### src/rtl/dqm_pkg.sv
package dqm_pkg;

   // Direction the data bus is claimed for in the current cycle.
   // Write wins over read so trailing read beats never fight write data.
   typedef enum logic [1:0] {
      DIR_IDLE  = 2'd0,
      DIR_READ  = 2'd1,
      DIR_WRITE = 2'd2
   } bus_dir_e;

   function automatic bus_dir_e pick_dir(input logic rd, input logic wr);
      if (wr)
         return DIR_WRITE;
      else if (rd)
         return DIR_READ;
      else
         return DIR_IDLE;
   endfunction

   localparam int MAX_RD_LAT = 8;
   localparam int MAX_WR_LAT = 1;

endpackage

### src/rtl/dqm_delay_line.sv
module dqm_delay_line #(
   parameter int              WIDTH   = 4,
   parameter int              DEPTH   = 2,
   parameter logic [WIDTH-1:0] RST_VAL = '1
) (
   input  logic             clk,
   input  logic             rst_n,
   input  logic [WIDTH-1:0] d,
   output logic [WIDTH-1:0] q
);

   if (WIDTH < 1) begin : g_bad_width
      $error("dqm_delay_line: WIDTH must be at least 1");
   end
   if (DEPTH < 1) begin : g_bad_depth
      $error("dqm_delay_line: DEPTH must be at least 1");
   end

   logic [WIDTH-1:0] stage [DEPTH];

   always_ff @(posedge clk or negedge rst_n) begin
      if (!rst_n)
         stage[0] <= RST_VAL;
      else
         stage[0] <= d;
   end

   for (genvar s = 1; s < DEPTH; s++) begin : g_stage
      always_ff @(posedge clk or negedge rst_n) begin
         if (!rst_n)
            stage[s] <= RST_VAL;
         else
            stage[s] <= stage[s-1];
      end
   end

   assign q = stage[DEPTH-1];

endmodule

### src/rtl/dqm_read_gate.sv
module dqm_read_gate
   import dqm_pkg::*;
#(
   parameter int LANES = 4,
   parameter bit GUARD = 1'b1
) (
   input  logic             rst_n,
   input  bus_dir_e         dir,
   input  logic             rd_vld,
   input  logic [LANES-1:0] dqm_late,
   output logic [LANES-1:0] oe
);

   logic beat_ok;

   if (GUARD) begin : g_guarded
      // Drivers may turn on only when the bus is claimed for a read.
      assign beat_ok = rst_n && (dir == DIR_READ);
   end else begin : g_plain
      logic dir_unused;
      assign dir_unused = (dir == DIR_IDLE);
      assign beat_ok    = rst_n && rd_vld && (dir_unused || !dir_unused);
   end

   for (genvar l = 0; l < LANES; l++) begin : g_lane
      assign oe[l] = beat_ok && !dqm_late[l];
   end

endmodule

### src/rtl/dqm_write_mask.sv
module dqm_write_mask
   import dqm_pkg::*;
#(
   parameter int LANES = 4
) (
   input  logic             rst_n,
   input  bus_dir_e         dir,
   input  logic             wr_strobe,
   input  logic [LANES-1:0] dqm_wr,
   output logic [LANES-1:0] we
);

   logic beat_take;

   assign beat_take = rst_n && (dir == DIR_WRITE) && wr_strobe;

   for (genvar l = 0; l < LANES; l++) begin : g_lane
      assign we[l] = beat_take && !dqm_wr[l];
   end

endmodule

### src/rtl/dqm_mask_pipe.sv
module dqm_mask_pipe
   import dqm_pkg::*;
#(
   parameter int LANES  = 4,
   parameter int RD_LAT = 2,
   parameter int WR_LAT = 0,
   parameter bit GUARD  = 1'b1
) (
   input  logic             clk,
   input  logic             rst_n,
   input  logic [LANES-1:0] dqm,
   input  logic             rd_vld,
   input  logic             wr_active,
   input  logic             wr_strobe,
   output logic [LANES-1:0] oe,
   output logic [LANES-1:0] we
);

   localparam logic [LANES-1:0] ALL_MASKED = {LANES{1'b1}};

   if (LANES < 1 || LANES > 64) begin : g_bad_lanes
      $error("dqm_mask_pipe: LANES out of range");
   end
   if (RD_LAT < 0 || RD_LAT > MAX_RD_LAT) begin : g_bad_rd
      $error("dqm_mask_pipe: RD_LAT out of range");
   end
   if (WR_LAT < 0 || WR_LAT > MAX_WR_LAT) begin : g_bad_wr
      $error("dqm_mask_pipe: WR_LAT out of range");
   end

   bus_dir_e         dir;
   logic [LANES-1:0] dqm_rd_late;
   logic [LANES-1:0] dqm_wr_late;

   assign dir = pick_dir(rd_vld, wr_active);

   // Read side: the mask lands on the drivers RD_LAT clocks after sampling.
   if (RD_LAT == 0) begin : g_rd_direct
      assign dqm_rd_late = dqm;
   end else begin : g_rd_delay
      dqm_delay_line #(
         .WIDTH   (LANES),
         .DEPTH   (RD_LAT),
         .RST_VAL (ALL_MASKED)
      ) rd_dly_i (
         .clk   (clk),
         .rst_n (rst_n),
         .d     (dqm),
         .q     (dqm_rd_late)
      );
   end

   // Write side: zero latency by default, optional one-clock variant.
   if (WR_LAT == 0) begin : g_wr_direct
      assign dqm_wr_late = dqm;
   end else begin : g_wr_delay
      dqm_delay_line #(
         .WIDTH   (LANES),
         .DEPTH   (WR_LAT),
         .RST_VAL (ALL_MASKED)
      ) wr_dly_i (
         .clk   (clk),
         .rst_n (rst_n),
         .d     (dqm),
         .q     (dqm_wr_late)
      );
   end

   dqm_read_gate #(
      .LANES (LANES),
      .GUARD (GUARD)
   ) rd_gate_i (
      .rst_n    (rst_n),
      .dir      (dir),
      .rd_vld   (rd_vld),
      .dqm_late (dqm_rd_late),
      .oe       (oe)
   );

   dqm_write_mask #(
      .LANES (LANES)
   ) wr_mask_i (
      .rst_n     (rst_n),
      .dir       (dir),
      .wr_strobe (wr_strobe),
      .dqm_wr    (dqm_wr_late),
      .we        (we)
   );

endmodule

### config.mk
export PLATFORM = sky130hd
export DESIGN_NAME = dqm_mask_pipe
export DESIGN_NICKNAME = d
export VERILOG_FILES = /design/src/rtl/dqm_pkg.sv /design/src/rtl/dqm_delay_line.sv /design/src/rtl/dqm_read_gate.sv /design/src/rtl/dqm_write_mask.sv /design/src/rtl/dqm_mask_pipe.sv
export SDC_FILE = /design/constraint.sdc
export NUM_CORES = 1
export LEC_CHECK = 0
export BUFFER_PORTS_ARGS = -buffer_cell sky130_fd_sc_hd__buf_2
export CAP_MARGIN = 25
export CORE_AREA = 2 2 39 41
export DETAILED_ROUTE_END_ITERATION = 10
export DIE_AREA = 0 0 41 43
export GPL_TIMING_DRIVEN = 0
export SLEW_MARGIN = 20
export SYNTH_ARGS = -nofsm -noshare
export SYNTH_HDL_FRONTEND = slang
export SYNTH_HIERARCHICAL = 1
export SYNTH_SLANG_ARGS = --single-unit
### constraint.sdc
create_clock -name clk -period 0.9 [get_ports clk]
set_input_delay 0.045 -clock clk [delete_from_list [all_inputs] [get_ports clk]]
set_output_delay 0.045 -clock clk [all_outputs]
set_load 0.05 [all_outputs]
==> results.txt, run 1 <==
Sequential Power Share -> 51.6%
Worst-path clk slew -> 0.05 ns
Clock power share -> 33.6%
Fin. max-slew vios -> 0
Post-detail-place hpwl -> 443 um
RSZ-0062 raised after global routing -> true
Synth unique cells -> 6
DRC -> 0
Clock Skews -> 0.0000589 ns
Reg area -> 210 um2
TritonRoute pass-1 iters -> 1
Routability Congestion -> 0.555
P_int -> 597 uW
Fin crit period -> 1.17 ns
Final Util -> 38.3%
Final std cell area, no fill -> 531 um2
# setup viols final -> 4
Total Wirelength -> 605 um
Antenna cells -> 0
Gr usage total -> 7.80%
Max IR drop VDD -> 660 uV
Leading area contributor after synthesis -> dfstp_2
Top-area cell type share of the netlist area -> 61.3%
Power per cell area -> 1450 mW/mm2
Final Cycle Share -> 130%
Critical path arrival -> 1.13 ns
Avg Cell Area, Syn -> 15.6 um2
First-pass GRT wire length -> 890 um
Compound-Gate Fraction of Synth Area -> 0%
CTS tree -> yes
Pin count of the biggest net entering global routing -> 9
Layout cells sized above 1 -> 81.0%
Mapped Area -> 343 um2
Post-Syn Instances -> 22
Die Ht -> 43 um
DP Area -> 443 um2
Number of max-cap violations -> 0
Final Hold Vio Count -> 0
Skew-Pair Late Insertion Delay -> 0.24 ns
Average wire per standard cell -> 10.4 um
Failing checks -> negative setup slack
Switching part of the total -> 22.2%
Fin nets -> 53
Crit-path max FO -> 1
Setup ws final -> -0.274 ns
Simple-gate share of the synthesized area -> 29.9%
Die W -> 41 um
Critical Path RT -> 0.85 ns
Area growth from synthesis to layout -> 54.7%
Via count -> 236
Overflow after GRT -> 0
Vias in the first global route -> 243
Leakage -> 0.000245 uW
Outcome -> finished, violations left
H-tree Lvls -> 1
IO Pins -> 17
IO buf count -> 16
Synth Register Bits -> 8
CP Class -> register to primary output
Adder-Cell Fraction of Synth Area -> 0%
Post-Syn Nets -> 31
Fmax achieved -> 852 MHz
Worst setup SP type -> register
Clock Path Buffers -> 2
Largest family of logic cells by synthesized area -> simple AND/OR/NAND/NOR gates
Post-synthesis mux area share -> 0%
Number of fill cells -> 142
Initial Util -> 24.8%
Root Driver -> clkbuf_4
Core ar. -> 0.00138 mm2
Die ar. -> 0.00176 mm2
Initial antenna violation count -> 0
Combinational power share -> 14.7%
Hold Path Class -> register to register
Net Switching -> 171 uW
Tightest Pin Transition -> 0.344 ns
Crit end category -> primary output
Synth warnings -> 6
Sequential element share of the synthesized area -> 61.3%
Post-route ant nets -> 0
Footprint of the multi-input gates -> 105 um2
Relative slew margins -> 77.0%
TritonCTS Buffers -> 3
Clock sinks -> 8
Vias/cell -> 4.07
Xor/xnor share of the synthesized area -> 0%
1st-iter DRT viols -> 0
Rows -> 14
Synth area leaders -> dfstp_2, and4bb_1, buf_4, nand4b_4, nor2_1
## through the flow
step                hold slack (ns)  setup slack [ns]  TNS (ns)  power [uW]  cells
finish                        0.353            -0.274     -1.07         768     58
global route                  0.355            -0.315     -1.24         821     58
CTS                           0.354            -0.289     -1.13         784     58
detailed placement            0.163            -0.153    -0.585         503     54
global placement              0.163            -0.149    -0.590         501     54
floorplan                    -0.103            -0.138    -0.816         458     22
## final timing paths
path,from,endpoint,slack [ns],cells after the start
setup / recovery,g_rd_delay.rd_dly_i/q[0],oe[0],-0.27,2
hold / removal,g_rd_delay.rd_dly_i/stage[7],g_rd_delay.rd_dly_i/q[3],0.35,0
setup reg to reg,g_rd_delay.rd_dly_i/stage[4],g_rd_delay.rd_dly_i/q[0],0.33,0
hold reg to reg,g_rd_delay.rd_dly_i/stage[7],g_rd_delay.rd_dly_i/q[3],0.35,0
max in group asynchronous,rst_n,g_rd_delay.rd_dly_i/stage[7],0.29,2
min in group asynchronous,rst_n,g_rd_delay.rd_dly_i/stage[4],0.58,2
## flip-flops by register name, summed over array words and instances, names as in the netlist
name,flops
g_rd_delay.rd_dly_i/q,4
g_rd_delay.rd_dly_i/stage,4
## cell families (layout without fill, tap and decap cells)
kind of cell / Yosys count / in the layout
simple gates: 10 / 10
buf+inv: 4 / 24
flops: 8 / 8
## area by class of cell
cell class	count	area share [%]
clock buffer	3	4.25
multi-input combinational	10	19.8
tap	16	3.77
sequential	8	39.6
timing repair buffer	21	32.5
## worst max-delay path: stages (launching register included)
cell      delay (ns)
dfstp_2         0.51
and4bb_2        0.23
buf_8           0.15
## routing by layer
metal	wire (um)	global-route usage, %	share of wire [%]
met5	0	0	0
met4	0	8.00	0
met3	70	1.57	12
met2	312	12.5	52
met1	221	7.28	37
## cell usage after synthesis
cell and number:
nor2b_4 1, dfstp_2 8, and4bb_1 4, nand4b_4 1, buf_4 4, nor2_1 4
## repair_timing
action | 4_1_cts | 5_1_grt
endpoints found under the hold margin | 12 | 0
hold buffers | 5 | 0
setup endpoints to repair | 7 | 8
resized for setup | 9 | 10
setup buffers | 0 | 0
pin swaps | 4 | 0
## power by group through the flow
stage	Clock, uW	Sequential (uW)	Combinational (uW)
after floorplan	0	401	56.9
after global placement	0	401	99.5
after detailed placement	0	402	101
after CTS	278	397	110
after global routing	302	398	121
final	258	397	113
## placed cells by master (no fill, tap or decap)
master,Yosys,layout
dfstp_2,8,8
buf_2,0,8
dlygate4sd3_1,0,5
buf_6,0,4
and4bb_2,0,4
clkbuf_4,0,3
buf_4,4,3
nor2_1,4,3
nor2b_4,1,1
buf_8,0,1
nand4b_4,1,1
nor2_2,0,1
Note: power is estimated with default switching activity, not from simulation.
==> inputs of run 2 (changes only) <==
Settings changed: CELL_PAD_IN_SITES_DETAIL_PLACEMENT set to 0, CELL_PAD_IN_SITES_GLOBAL_PLACEMENT set to 1, PLACE_DENSITY_LB_ADDON set to 0.1.
==> results.txt, run 2 (synthesized netlist as in run 1, its figures left out) <==
Clock Path Buffers -> 2
Worst setup SP type -> register
Failing checks -> negative setup slack
Reg-to-reg critical path startpoint -> g_rd_delay.rd_dly_i/stage[7]
DRC -> 0
Total Wirelength -> 517 um
Fmax achieved -> 857 MHz
CP Class -> register to primary output
Crit-path max FO -> 1
Family with the most delay on the worst path -> flip-flops
Rows -> 14
# setup viols final -> 4
Vias/cell -> 4.00
WP buf/inv -> 1
First-pass GRT wire length -> 738 um
Layout cells sized above 1 -> 78.6%
Placement Setup Slack -> -0.156 ns
Worst-path clk slew -> 0.05 ns
Vias in the first global route -> 201
Crit path to -> oe[2]
Final std cells w/o fill -> 58
Die Ht -> 43 um
Setup ws final -> -0.267 ns
Crit end category -> primary output
TritonCTS Buffers -> 3
Post CTS Setup Buffer Count -> 0
Skew-Pair Late Insertion Delay -> 0.24 ns
Max IR drop VDD -> 758 uV
Core ar. -> 0.00138 mm2
RSZ-0062 raised after global routing -> true
Post-detail-place hpwl -> 418 um
Average wire per standard cell -> 8.91 um
Antenna cells -> 0
Flop-to-flop setup slack -> 0.34 ns
Root Driver -> clkbuf_4
Leakage -> 0.000243 uW
Area growth from synthesis to layout -> 51.8%
CTS tree -> yes
Critical Path RT -> 0.85 ns
TritonRoute pass-1 iters -> 2
Via count -> 232
Tightest Pin Transition -> 0.343 ns
Initial Util -> 24.8%
Outcome -> finished, violations left
Final Hold Vio Count -> 0
Die W -> 41 um
IO buf count -> 16
Fin. max-slew vios -> 0
Final Cycle Share -> 130%
Critical path arrival -> 1.12 ns
Routability Congestion -> 0.572
R2R Path End -> g_rd_delay.rd_dly_i/q[3]
Die ar. -> 0.00176 mm2
Pin count of the biggest net entering global routing -> 9
Placed Instances -> 54
FF-to-FF path depth -> 0
CP max stage delay -> 0.51 ns
Clock Skews -> 0.0000951 ns
Number of max-cap violations -> 0
Overflow after GRT -> 0
Clock sinks -> 8
Initial antenna violation count -> 0
Fin crit period -> 1.17 ns
Worst Setup SP -> g_rd_delay.rd_dly_i/q[2]
Post-route ant nets -> 0
Slowest-stage cell, CP -> dfstp_2
Worst path depth -> 2
Hold Path Class -> register to register
Cells along the critical path -> and4bb_2 > buf_6
H-tree Lvls -> 1
Fin nets -> 53
Gr usage total -> 6.71%
Power per cell area -> 1460 mW/mm2
Relative slew margins -> 77.0%
Commonest cells after routing, fill and taps aside -> dfstp_2, buf_2, dlygate4sd3_1
IO Pins -> 17
1st-iter DRT viols -> 2
Final Util -> 37.6%
run 2: worst min-delay path by stage:
stage                                  from                      endpoint  depth (start not counted)
2_1_floorplan                         rst_n      g_rd_delay.rd_dly_i/q[0]                          0
3_3_place_gp                          rst_n      g_rd_delay.rd_dly_i/q[2]                          1
3_5_place_dp                         dqm[0]  g_rd_delay.rd_dly_i/stage[4]                          1
4_1_cts        g_rd_delay.rd_dly_i/stage[6]      g_rd_delay.rd_dly_i/q[2]                          0
5_1_grt        g_rd_delay.rd_dly_i/stage[5]      g_rd_delay.rd_dly_i/q[1]                          0
6_report       g_rd_delay.rd_dly_i/stage[4]      g_rd_delay.rd_dly_i/q[0]                          0
run 2: repair_timing:
action                                 CTS  global route
pin swaps                                4             0
endpoints found under the hold margin   12             0
hold buffers                             5             0
gates resized for setup                  8             8
setup endpoints to repair                4             8
run 2: layout make-up:
type | instances | area (um2)
Clock buffer | 3 | 22.5
Fill cell | 137 | 863
Multi-Input combinational cell | 10 | 103
Sequential cell | 8 | 210
Tap cell | 16 | 20.0
Timing Repair Buffer | 21 | 165
run 2: report_power, final:
| part | total, uW | switching [uW] | internal, uW |
|---|---|---|---|
| clock network | 254 | 103 | 151 |
| logic | 110 | 57.9 | 52.0 |
| registers | 396 | 3.38 | 392 |
run 2: metal layers:
layer  vias to the layer above  track usage, %  routed length, um
met5                         -               0                  0
met4                         0            8.00                  0
met3                         0            1.57                 81
met2                        16            8.75                244
met1                       102            7.72                191
li1                        114               -                  -
run 2: per-stage QoR:
step                      power (uW)  area (um2)  hold slack, ns  setup TNS [ns]
after detailed placement         502         443           0.162          -0.599
final                            760         520           0.353           -1.04
after CTS                        774         510           0.354           -1.10
after floorplan                  458         343          -0.103          -0.816
after global routing             812         520           0.356           -1.17
after global placement           499         443           0.158          -0.577
